<file path="src/rtl/cts_uart_tx_pkg.sv">
package cts_uart_tx_pkg;
  typedef enum logic [2:0] {
    TX_IDLE  = 3'd0,
    TX_ARM   = 3'd1,
    TX_START = 3'd2,
    TX_DATA  = 3'd3,
    TX_STOP  = 3'd4
  } tx_state_e;
endpackage

</file>
<file path="src/rtl/cts_sync.sv">
module cts_sync #(
  parameter int STAGES = 2
) (
  input  logic clk,
  input  logic rst,
  input  logic din,
  output logic dout
);
  generate
    if (STAGES <= 1) begin : g_one
      logic q;
      always_ff @(posedge clk) begin
        if (rst) q <= 1'b1;
        else     q <= din;
      end
      assign dout = q;
    end else begin : g_chain
      logic [STAGES-1:0] q;
      always_ff @(posedge clk) begin
        if (rst) q <= '1;
        else     q <= {q[STAGES-2:0], din};
      end
      assign dout = q[STAGES-1];
    end
  endgenerate
endmodule

</file>
<file path="src/rtl/tx_hold_reg.sv">
module tx_hold_reg #(
  parameter int DATA_BITS = 8
) (
  input  logic                 clk,
  input  logic                 rst,
  input  logic                 en_cmd,
  input  logic                 dis_cmd,
  input  logic                 ld_valid,
  input  logic [DATA_BITS-1:0] ld_data,
  input  logic                 take,
  input  logic                 keep_on_dis,
  output logic                 enabled,
  output logic                 hold_full,
  output logic [DATA_BITS-1:0] hold_data
);
  logic accept;
  assign accept = ld_valid && enabled && !hold_full && !dis_cmd;

  always_ff @(posedge clk) begin
    if (rst) begin
      enabled <= 1'b0;
    end else if (dis_cmd) begin
      enabled <= 1'b0;
    end else if (en_cmd) begin
      enabled <= 1'b1;
    end
  end

  always_ff @(posedge clk) begin
    if (rst) begin
      hold_full <= 1'b0;
      hold_data <= '0;
    end else if (take || (dis_cmd && !keep_on_dis)) begin
      hold_full <= 1'b0;
    end else if (accept) begin
      hold_full <= 1'b1;
      hold_data <= ld_data;
    end
  end

  // A load into an occupied stage leaves its contents untouched
  assert_busy_load_ignored_R3: assert property (@(posedge clk) disable iff (rst)
    (ld_valid && hold_full && !take && !dis_cmd) |=> ($stable(hold_data) && hold_full));

  // Disable wins over a simultaneous enable
  assert_dis_wins_R11: assert property (@(posedge clk) disable iff (rst)
    (en_cmd && dis_cmd) |=> !enabled);
endmodule

</file>
<file path="src/rtl/tx_frame_fsm.sv">
module tx_frame_fsm
  import cts_uart_tx_pkg::*;
#(
  parameter int DATA_BITS  = 8,
  parameter int OVERSAMPLE = 16,
  parameter int ARM_X16    = 3,
  parameter int ARM_X1     = 1
) (
  input  logic                 clk,
  input  logic                 rst,
  input  logic                 bit_tick,
  input  logic                 x16_mode,
  input  logic                 enabled,
  input  logic                 dis_cmd,
  input  logic                 cts_ok,
  input  logic                 hold_full,
  input  logic [DATA_BITS-1:0] hold_data,
  output logic                 take,
  output tx_state_e            state_o,
  output logic                 txd
);
  localparam int CNT_W = (OVERSAMPLE > 2) ? $clog2(OVERSAMPLE) : 1;
  localparam int IDX_W = (DATA_BITS > 2) ? $clog2(DATA_BITS) : 1;
  localparam logic [CNT_W-1:0] BIT_LAST16 = CNT_W'(OVERSAMPLE - 1);
  localparam logic [CNT_W-1:0] ARM_LAST16 = CNT_W'(ARM_X16 - 1);
  localparam logic [CNT_W-1:0] ARM_LAST1  = CNT_W'(ARM_X1 - 1);
  localparam logic [IDX_W-1:0] IDX_LAST   = IDX_W'(DATA_BITS - 1);

  tx_state_e            state, state_n;
  logic [CNT_W-1:0]     cnt, cnt_n;
  logic [IDX_W-1:0]     idx, idx_n;
  logic [DATA_BITS-1:0] sh, sh_n;
  logic                 line_n;
  logic [CNT_W-1:0]     bit_last, arm_last;
  logic                 go;

  assign bit_last = x16_mode ? BIT_LAST16 : '0;
  assign arm_last = x16_mode ? ARM_LAST16 : ARM_LAST1;
  assign go       = hold_full && enabled && cts_ok && !dis_cmd;

  always_comb begin
    state_n = state;
    cnt_n   = cnt;
    idx_n   = idx;
    sh_n    = sh;
    take    = 1'b0;
    unique case (state)
      TX_IDLE: begin
        if (go) begin
          state_n = TX_ARM;
          cnt_n   = '0;
        end
      end
      TX_ARM: begin
        if (dis_cmd) begin
          state_n = TX_IDLE;
        end else if (bit_tick) begin
          if (cnt == arm_last) begin
            state_n = TX_START;
            cnt_n   = '0;
          end else begin
            cnt_n = cnt + 1'b1;
          end
        end
      end
      TX_START: begin
        if (bit_tick) begin
          if (cnt == bit_last) begin
            state_n = TX_DATA;
            cnt_n   = '0;
            idx_n   = '0;
            sh_n    = hold_data;
            take    = 1'b1;
          end else begin
            cnt_n = cnt + 1'b1;
          end
        end
      end
      TX_DATA: begin
        if (bit_tick) begin
          if (cnt == bit_last) begin
            cnt_n = '0;
            sh_n  = sh >> 1;
            if (idx == IDX_LAST) state_n = TX_STOP;
            else                 idx_n   = idx + 1'b1;
          end else begin
            cnt_n = cnt + 1'b1;
          end
        end
      end
      TX_STOP: begin
        if (bit_tick) begin
          if (cnt == bit_last) begin
            cnt_n   = '0;
            state_n = go ? TX_START : TX_IDLE;
          end else begin
            cnt_n = cnt + 1'b1;
          end
        end
      end
      default: state_n = TX_IDLE;
    endcase

    unique case (state_n)
      TX_START: line_n = 1'b0;
      TX_DATA:  line_n = sh_n[0];
      default:  line_n = 1'b1;
    endcase
  end

  always_ff @(posedge clk) begin
    if (rst) begin
      state <= TX_IDLE;
      cnt   <= '0;
      idx   <= '0;
      sh    <= '0;
      txd   <= 1'b1;
    end else begin
      state <= state_n;
      cnt   <= cnt_n;
      idx   <= idx_n;
      sh    <= sh_n;
      txd   <= line_n;
    end
  end

  assign state_o = state;

  // Disable while arming cancels before the line ever drops
  assert_arm_cancel_R5: assert property (@(posedge clk) disable iff (rst)
    (state == TX_ARM && dis_cmd) |=> (state == TX_IDLE && txd));

  // Disable in the middle of data bits does not cut the character
  assert_data_completes_R6: assert property (@(posedge clk) disable iff (rst)
    (state == TX_DATA && dis_cmd) |=> (state == TX_DATA || state == TX_STOP));

  // Line is low throughout a start bit
  assert_start_low_R2: assert property (@(posedge clk) disable iff (rst)
    (state == TX_START) |-> !txd);
endmodule

</file>
<file path="src/rtl/cts_uart_tx.sv">
module cts_uart_tx
  import cts_uart_tx_pkg::*;
#(
  parameter int DATA_BITS   = 8,
  parameter int OVERSAMPLE  = 16,
  parameter int ARM_X16     = 3,
  parameter int ARM_X1      = 1,
  parameter int SYNC_STAGES = 2
) (
  input  logic                 clk,
  input  logic                 rst,
  input  logic                 bit_tick,
  input  logic                 x16_mode,
  input  logic                 cts_gate_en,
  input  logic                 cts_n,
  input  logic                 tx_en_cmd,
  input  logic                 tx_dis_cmd,
  input  logic                 ld_valid,
  input  logic [DATA_BITS-1:0] ld_data,
  output logic                 txd,
  output logic                 tx_rdy,
  output logic                 tx_emt,
  output logic                 emt_pin_n
);
  logic                 cts_s;
  logic                 cts_ok;
  logic                 enabled;
  logic                 hold_full;
  logic [DATA_BITS-1:0] hold_data;
  logic                 take;
  tx_state_e            state;

  cts_sync #(.STAGES(SYNC_STAGES)) u_sync (
    .clk (clk),
    .rst (rst),
    .din (cts_n),
    .dout(cts_s)
  );

  assign cts_ok = !cts_gate_en || !cts_s;

  tx_hold_reg #(.DATA_BITS(DATA_BITS)) u_hold (
    .clk        (clk),
    .rst        (rst),
    .en_cmd     (tx_en_cmd),
    .dis_cmd    (tx_dis_cmd),
    .ld_valid   (ld_valid),
    .ld_data    (ld_data),
    .take       (take),
    .keep_on_dis(state == TX_START),
    .enabled    (enabled),
    .hold_full  (hold_full),
    .hold_data  (hold_data)
  );

  tx_frame_fsm #(
    .DATA_BITS (DATA_BITS),
    .OVERSAMPLE(OVERSAMPLE),
    .ARM_X16   (ARM_X16),
    .ARM_X1    (ARM_X1)
  ) u_fsm (
    .clk      (clk),
    .rst      (rst),
    .bit_tick (bit_tick),
    .x16_mode (x16_mode),
    .enabled  (enabled),
    .dis_cmd  (tx_dis_cmd),
    .cts_ok   (cts_ok),
    .hold_full(hold_full),
    .hold_data(hold_data),
    .take     (take),
    .state_o  (state),
    .txd      (txd)
  );

  assign tx_rdy    = enabled && !hold_full;
  assign tx_emt    = (state == TX_IDLE) && !hold_full;
  assign emt_pin_n = !tx_emt;

  // A waiting byte stays put while clear-to-send is deasserted
  assert_cts_holds_R8: assert property (@(posedge clk) disable iff (rst)
    (state == TX_IDLE && hold_full && enabled && cts_gate_en && cts_s) |=> (state == TX_IDLE));

  // Empty implies an idle-high line
  assert_empty_line_high_R7: assert property (@(posedge clk) disable iff (rst)
    tx_emt |-> txd);
endmodule

</file>
<file path="config.mk">
export PLATFORM = sky130hd
export DESIGN_NAME = cts_uart_tx
export DESIGN_NICKNAME = d
export VERILOG_FILES = /design/src/rtl/cts_uart_tx_pkg.sv /design/src/rtl/cts_sync.sv /design/src/rtl/tx_hold_reg.sv /design/src/rtl/tx_frame_fsm.sv /design/src/rtl/cts_uart_tx.sv
export SDC_FILE = /design/constraint.sdc
export NUM_CORES = 1
export LEC_CHECK = 0
export BUFFER_PORTS_ARGS = -buffer_cell sky130_fd_sc_hd__buf_2
export CAP_MARGIN = 20
export CELL_PAD_IN_SITES_DETAIL_PLACEMENT = 1
export CELL_PAD_IN_SITES_GLOBAL_PLACEMENT = 1
export CORE_ASPECT_RATIO = 1.5
export CORE_MARGIN = 1
export CORE_UTILIZATION = 35
export CTS_CLUSTER_SIZE = 24
export DETAILED_ROUTE_END_ITERATION = 10
export GPL_TIMING_DRIVEN = 0
export PLACE_DENSITY = 0.65
export SLEW_MARGIN = 20
export SYNTH_ARGS = -nofsm -noshare
export SYNTH_HDL_FRONTEND = slang
export SYNTH_SLANG_ARGS = --single-unit
</file>
<file path="constraint.sdc">
create_clock -name clk -period 5 [get_ports clk]
set_input_delay 0.25 -clock clk [delete_from_list [all_inputs] [get_ports clk]]
set_output_delay 0.25 -clock clk [all_outputs]
set_load 0.03 [all_outputs]
</file>
==> out/qor.txt, run 1 <==
crit path max fanout: 8
dpl hpwl: 2730 um
Syn Area/Cell: 8.79 um^2
Synth area leader: dfxtp_1
max-cap viol count: 0
FFs w/ async S/R, synth: 0%
YS warnings: 0
# setup viols final: 0
Hold Path Stages: 2
period utilization: 37.1%
Worst R2R Setup Slack: 3.14 ns
worst reg2reg endpoint: u_hold.hold_data[7]
width of the die: 55.8 um
Hold EP: u_sync.g_chain.q[0]
minimum clock period: 1.86 ns
antenna cells: 0
HP Start: cts_n
class of the worst hold path: in2reg
GRT overflow: 0
H-tree Lvls: 2
Post-synth EDFFs: 0
clk_lat worst skew: 0.29 ns
RSZ-0062 raised after global routing: false
power per cell area: 267 mW/mm^2
synth top area cells: dfxtp_1 41%, mux2i_1 11%, nor2_1 5.7%, nand2_1 3.5%, a211oi_1 3.0%
share of layout cells above drive strength 1: 19.9%
outcome: complete, no violations
Syn Nets: 193
I/O Pins: 21
R2R cell count: 6
Worst Path Required: 5.15 ns
Die Height: 82.8 um
Crit Path Class: reg2reg
Worst Path Arrival: 2.01 ns
CTS root buffer: clkbuf_8
placed insts: 239
Sink Count: 31
fin nets: 220
Post-DRT Antenna Nets: 0
most instantiated library cell after synthesis: dfxtp_1
initial core utilization: 36.1%
Yosys reg bits: 31
Post-synth top cells: 31 x dfxtp_1, 23 x nor2_1, 16 x mux2i_1
TritonCTS Buffers: 5
DR vias/cell: 5.45
final clock skew: 0.0108 ns
DR pass1 iterations: 4
global router's overall resource usage: 17.6%
# resized after CTS: 0
DR iter-0 viols: 28
hold_buf cts: 0
final max-slew violation count: 0
via count: 1346
Longest Clk Path Bufs: 2
leakage: 0.000716 uW
Port Buffer Count: 20
Finished Layout Cells: 247
initial antenna violation count: 0
area delta synth->final: 16.0%
top cell type's share of synthesized area: 40.8%
fmax: 0.538 GHz
RR Startpoint: u_fsm.cnt[1]
Tightest Pin Transition: 0.614 ns
Final GP Congestion: 0.762
Final Hold Viols: 0
largest net degree at the start of global routing: 11
setup bufs post-CTS: 0
std cell rows: 29
sequential fraction of the synthesis area: 40.8%
cells after synthesis: 173
element type at the critical path end: flip-flop
final setup TNS: 0 ns
# DRC: 0
Slew HR: 59.0%
dominant synthesized flop cell: dfxtp_1
Synth Cell Area: 0.00152 mm^2
critical path startpoint category: flip-flop
first-pass GRT wire length: 6170 um
Wirelength per Cell: 14.7 um
vias in the first global route: 1361
CTS tree: built
final-layout fill cell count: 513
clk slew on worst S/H paths: 0.07 ns
full die area: 0.00462 mm^2
Core Area: 0.00421 mm^2
Yosys cell types: 42
worst-case vdd ir drop: 0.000176 V
final WL: 3630 um
[cells by family (layout without fill, tap and decap cells)]
| group | Yosys count | after routing | synth area share, % |
|---|---|---|---|
| adder cells (fa/ha/maj) | 3 | 3 | 2.47 |
| flip-flops | 31 | 31 | 40.8 |
| XOR/XNOR | 1 | 1 | 0.576 |
| AO/OA/AOI/OAI | 34 | 34 | 15.1 |
| multiplexers | 17 | 17 | 11.3 |
| buffers and inverters | 9 | 37 | 2.96 |
| AND/OR/NAND/NOR | 78 | 78 | 26.8 |
[area by class of cell]
cell class / instances / area [um^2] / share of cell area, %
Multi-Input combinational cell: 133 / 856 / 48.5
Sequential cell: 31 / 621 / 35.2
Timing Repair Buffer: 20 / 100 / 5.67
Clock buffer: 6 / 72.6 / 4.11
Tap cell: 46 / 57.6 / 3.26
Buffer: 8 / 41.3 / 2.34
Clock inverter: 2 / 12.5 / 0.709
Inverter: 1 / 3.75 / 0.213
[through the flow]
step	hold slack, ns	total power (uW)	worst slack [ns]	util, %	cell area, um^2
after global placement	0.398	280	3.20	39.9	1680
after floorplan	0.329	269	3.41	-	1520
after global routing	0.135	491	3.01	41.9	1760
final	0.138	471	3.14	41.9	1760
after CTS	0.125	479	3.14	41.9	1760
after detailed placement	0.403	281	3.16	39.9	1680
[worst max-delay path, cell delays in order, from the launching register on]
cell	delay, ns
dfxtp_1	0.39
nor3b_1	0.35
a22o_1	0.31
a211o_1	0.16
buf_2	0.25
mux2i_1	0.22
nor2_1	0.05
[registers in the layout, indices dropped and copies added (netlist names)]
name,cells
u_hold.hold_data,8
u_hold.hold_full,1
u_fsm.txd,1
u_fsm.sh,8
u_sync.g_chain.q,2
u_fsm.state_o,3
u_fsm.idx,3
u_fsm.cnt,4
u_hold.enabled,1
[worst max path at each step]
stage	from	endpoint	slack, ns	depth (start not counted)
floorplan	u_fsm.state_o[2]	u_fsm.cnt[3]	3.41	5
global placement	u_fsm.cnt[1]	u_hold.hold_data[6]	3.20	6
detailed placement	u_fsm.cnt[1]	u_hold.hold_data[7]	3.16	6
CTS	u_fsm.cnt[1]	u_hold.hold_data[7]	3.14	6
global route	u_fsm.cnt[1]	u_hold.hold_data[6]	3.01	6
finish	u_fsm.cnt[1]	u_hold.hold_data[7]	3.14	6
[power breakdown]
| part | switching, uW | internal [uW] | total [uW] |
|---|---|---|---|
| Sequential | 0.936 | 249 | 250 |
| Combinational | 14.4 | 10.8 | 25.2 |
| Clock | 98.6 | 97.2 | 196 |
[layer usage]
metal  GRT usage [%]  vias up  share of wire (%)
met1            17.5      644                 42
met5               0        -                  0
met3            3.89        5                2.6
met4            8.54        0                1.5
li1                -      678                  -
met2            34.5       19                 54
[cell usage in the layout, fill, tap and decap left out, drive strengths merged]
| master | n |
|---|---|
| o221ai | 1 |
| a22oi | 1 |
| a22o | 2 |
| nor2 | 24 |
| mux2 | 1 |
| nor3b | 4 |
| a211o | 1 |
| mux2i | 16 |
| a31oi | 2 |
| clkinv | 1 |
| nand3b | 2 |
| clkinvlp | 1 |
| nand2b | 2 |
| buf | 24 |
| o211ai | 2 |
| nor2b | 5 |
| a21oi | 8 |
| o311a | 1 |
| nor3 | 6 |
| o21ai | 8 |
| clkbuf | 10 |
| or2 | 3 |
| or2b | 1 |
| dfxtp | 31 |
| or4b | 1 |
| nand3 | 4 |
| and3 | 2 |
| and2b | 2 |
| nand4 | 5 |
| inv | 1 |
| nand2 | 14 |
| ha | 3 |
| o21a | 1 |
| or3 | 1 |
| a211oi | 6 |
| nor4 | 2 |
| o22ai | 1 |
| xor2 | 1 |
(Power assumes the default switching activity.)
==> run 2: changes to the inputs <==
Clock period 5 ns to 1.9 ns, I/O delays scaled along.
==> out/qor.txt, run 2 (synthesis results as in run 1) <==
Finished Layout Cells: 248 (+0.40%)
final setup margin: 0.107 ns (-3.04 ns)
power per cell area: 681 mW/mm^2 (+160%)
placed insts: 239 (unchanged)
Post-DRT Antenna Nets: 0 (unchanged)
fin nets: 221 (+0.45%)
antenna cells: 0 (unchanged)
worst-case vdd ir drop: 0.000466 V (+160%)
area delta synth->final: 19.8%
Die Height: 82.8 um (unchanged)
initial antenna violation count: 0 (unchanged)
most frequent cells in the layout: 29 x dfxtp_1, 23 x buf_2, 23 x nor2_1
vias in the first global route: 1370 (+0.66%)
pre-CTS setup slack: 0.0565 ns (-3.10 ns)
Core Area: 0.00421 mm^2 (unchanged)
largest net degree at the start of global routing: 11 (unchanged)
minimum clock period: 1.79 ns (-0.0649 ns)
critical-path cell list: buf_2, nor3_2, nand4_1, o311a_4, or4b_1, a31oi_1
final WL: 3720 um (+2.4%)
CTS tree: built
outcome: complete, no violations
Final Hold Viols: 0 (unchanged)
final max-slew violation count: 0 (unchanged)
final-layout fill cell count: 510 (-0.58%)
DR pass1 iterations: 4 (unchanged)
critical path startpoint category: flip-flop
initial core utilization: 36.1% (unchanged)
width of the die: 55.8 um (unchanged)
Layout Utilization: 43.3% (+1.4 points)
DR vias/cell: 5.46 (+0.11%)
class of the worst hold path: in2reg
max-cap viol count: 0 (unchanged)
crit path max fanout: 9 (+1)
Max stage delay on crit path: 0.52 ns (+0.13 ns)
# setup viols final: 0 (unchanged)
Slew HR: 58.9% (-0.10 points)
GRT overflow: 0 (unchanged)
element type at the critical path end: flip-flop
I/O Pins: 21 (unchanged)
global router's overall resource usage: 17.7% (+0.13 points)
clk slew on worst S/H paths: 0.07 ns (about the same)
# DRC: 0 (unchanged)
period utilization: 94.3% (+57 points)
DP Area: 0.00168 mm^2 (unchanged)
Port Buffer Count: 20 (unchanged)
clk_lat worst skew: 0.29 ns (about the same)
H-tree Lvls: 2 (unchanged)
largest registers: u_fsm.sh (8), u_hold.hold_data (8), u_fsm.cnt (4)
Worst Path Arrival: 2.00 ns (about the same)
full die area: 0.00462 mm^2 (unchanged)
most common cell after layout, fill and taps aside: dfxtp_1
DR iter-0 viols: 21 (-25%)
Final GP Congestion: 0.762 (unchanged)
Max stage delay cell, worst path: or4b_1
std cell rows: 29 (unchanged)
Sink Count: 31 (unchanged)
Wirelength per Cell: 15.0 um (+2.0%)
TritonCTS Buffers: 5 (unchanged)
CTS root buffer: clkbuf_8
final clock skew: 0.0103 ns (-0.000491 ns)
fmax: 0.558 GHz (+3.6%)
Final Cell Area: 0.00182 mm^2 (+3.3%)
final setup TNS: 0 ns (unchanged)
Worst Path Required: 2.11 ns (-3.04 ns)
via count: 1353 (+0.52%)
share of layout cells above drive strength 1: 24.8% (+4.9 points)
leakage: 0.000731 uW (+2.0%)
dpl hpwl: 2730 um (unchanged)
Tightest Pin Transition: 0.616 ns (+0.00150 ns)
Crit Path Class: reg2reg
first-pass GRT wire length: 6220 um (+0.78%)
RSZ-0062 raised after global routing: false
Longest Clk Path Bufs: 2 (unchanged)
[run 2: routing by layer]
metal / global-route usage [%] / wire, um
met5: 0 / 0
met4: 8.54 / 51
met3: 3.89 / 103
met2: 34.7 / 2020
met1: 17.7 / 1540
[run 2: worst paths after layout]
kind	startpoint	endpoint	slack, ns	cells past startpoint
setup / recovery	u_fsm.state_o[2]	u_fsm.cnt[3]	0.11	6
hold / removal	tx_dis_cmd	u_hold.enabled	0.04	2
setup reg to reg	u_fsm.state_o[2]	u_fsm.cnt[3]	0.11	6
hold reg to reg	u_sync.g_chain.q[0]	u_sync.g_chain.q[1]	0.42	1
[run 2: worst max-delay path: cells and delay by family (launching register included)]
kind | cells | cell delay [ns]
AOI/OAI and AO/OA | 2 | 0.38
and+or+nand+nor | 3 | 0.90
DFF | 1 | 0.29
buffers and inverters | 1 | 0.16
[run 2: where the power goes]
| part | internal (uW) | total [uW] | leakage (uW) | switching (uW) |
|---|---|---|---|---|
| Clock | 256 | 514 | 0.0000412 | 258 |
| Sequential | 655 | 658 | 0.000252 | 2.53 |
| Combinational | 30.5 | 69.9 | 0.000438 | 39.3 |
[run 2: what timing repair did]
action                                  in CTS  in global routing
hold endpoints to repair                     1                  0
buffers inserted                             0                  0
endpoints found under the setup margin       0                 13
hold buffers                                 1                  0
resized for setup                            0                 12
[run 2: per-stage QoR]
stage          total power (uW)  hold slack [ns]
5_1_grt                    1300           0.0406
6_report                   1240           0.0379
4_1_cts                    1260          0.00544
3_3_place_gp                738            0.278
3_5_place_dp                741            0.281
2_1_floorplan               709            0.174
[run 2: layout make-up]
class                      count  area [um^2]  area share [%]
sequential                    31          623            34.2
timing repair buffer          21          110            6.04
clock inverter                 2         12.5           0.686
inverter                       1         3.75           0.206
tap                           46         57.6            3.16
buffer                         8         41.3            2.26
multi-input combinational    133          902            49.5
clock buffer                   6         72.6            3.98
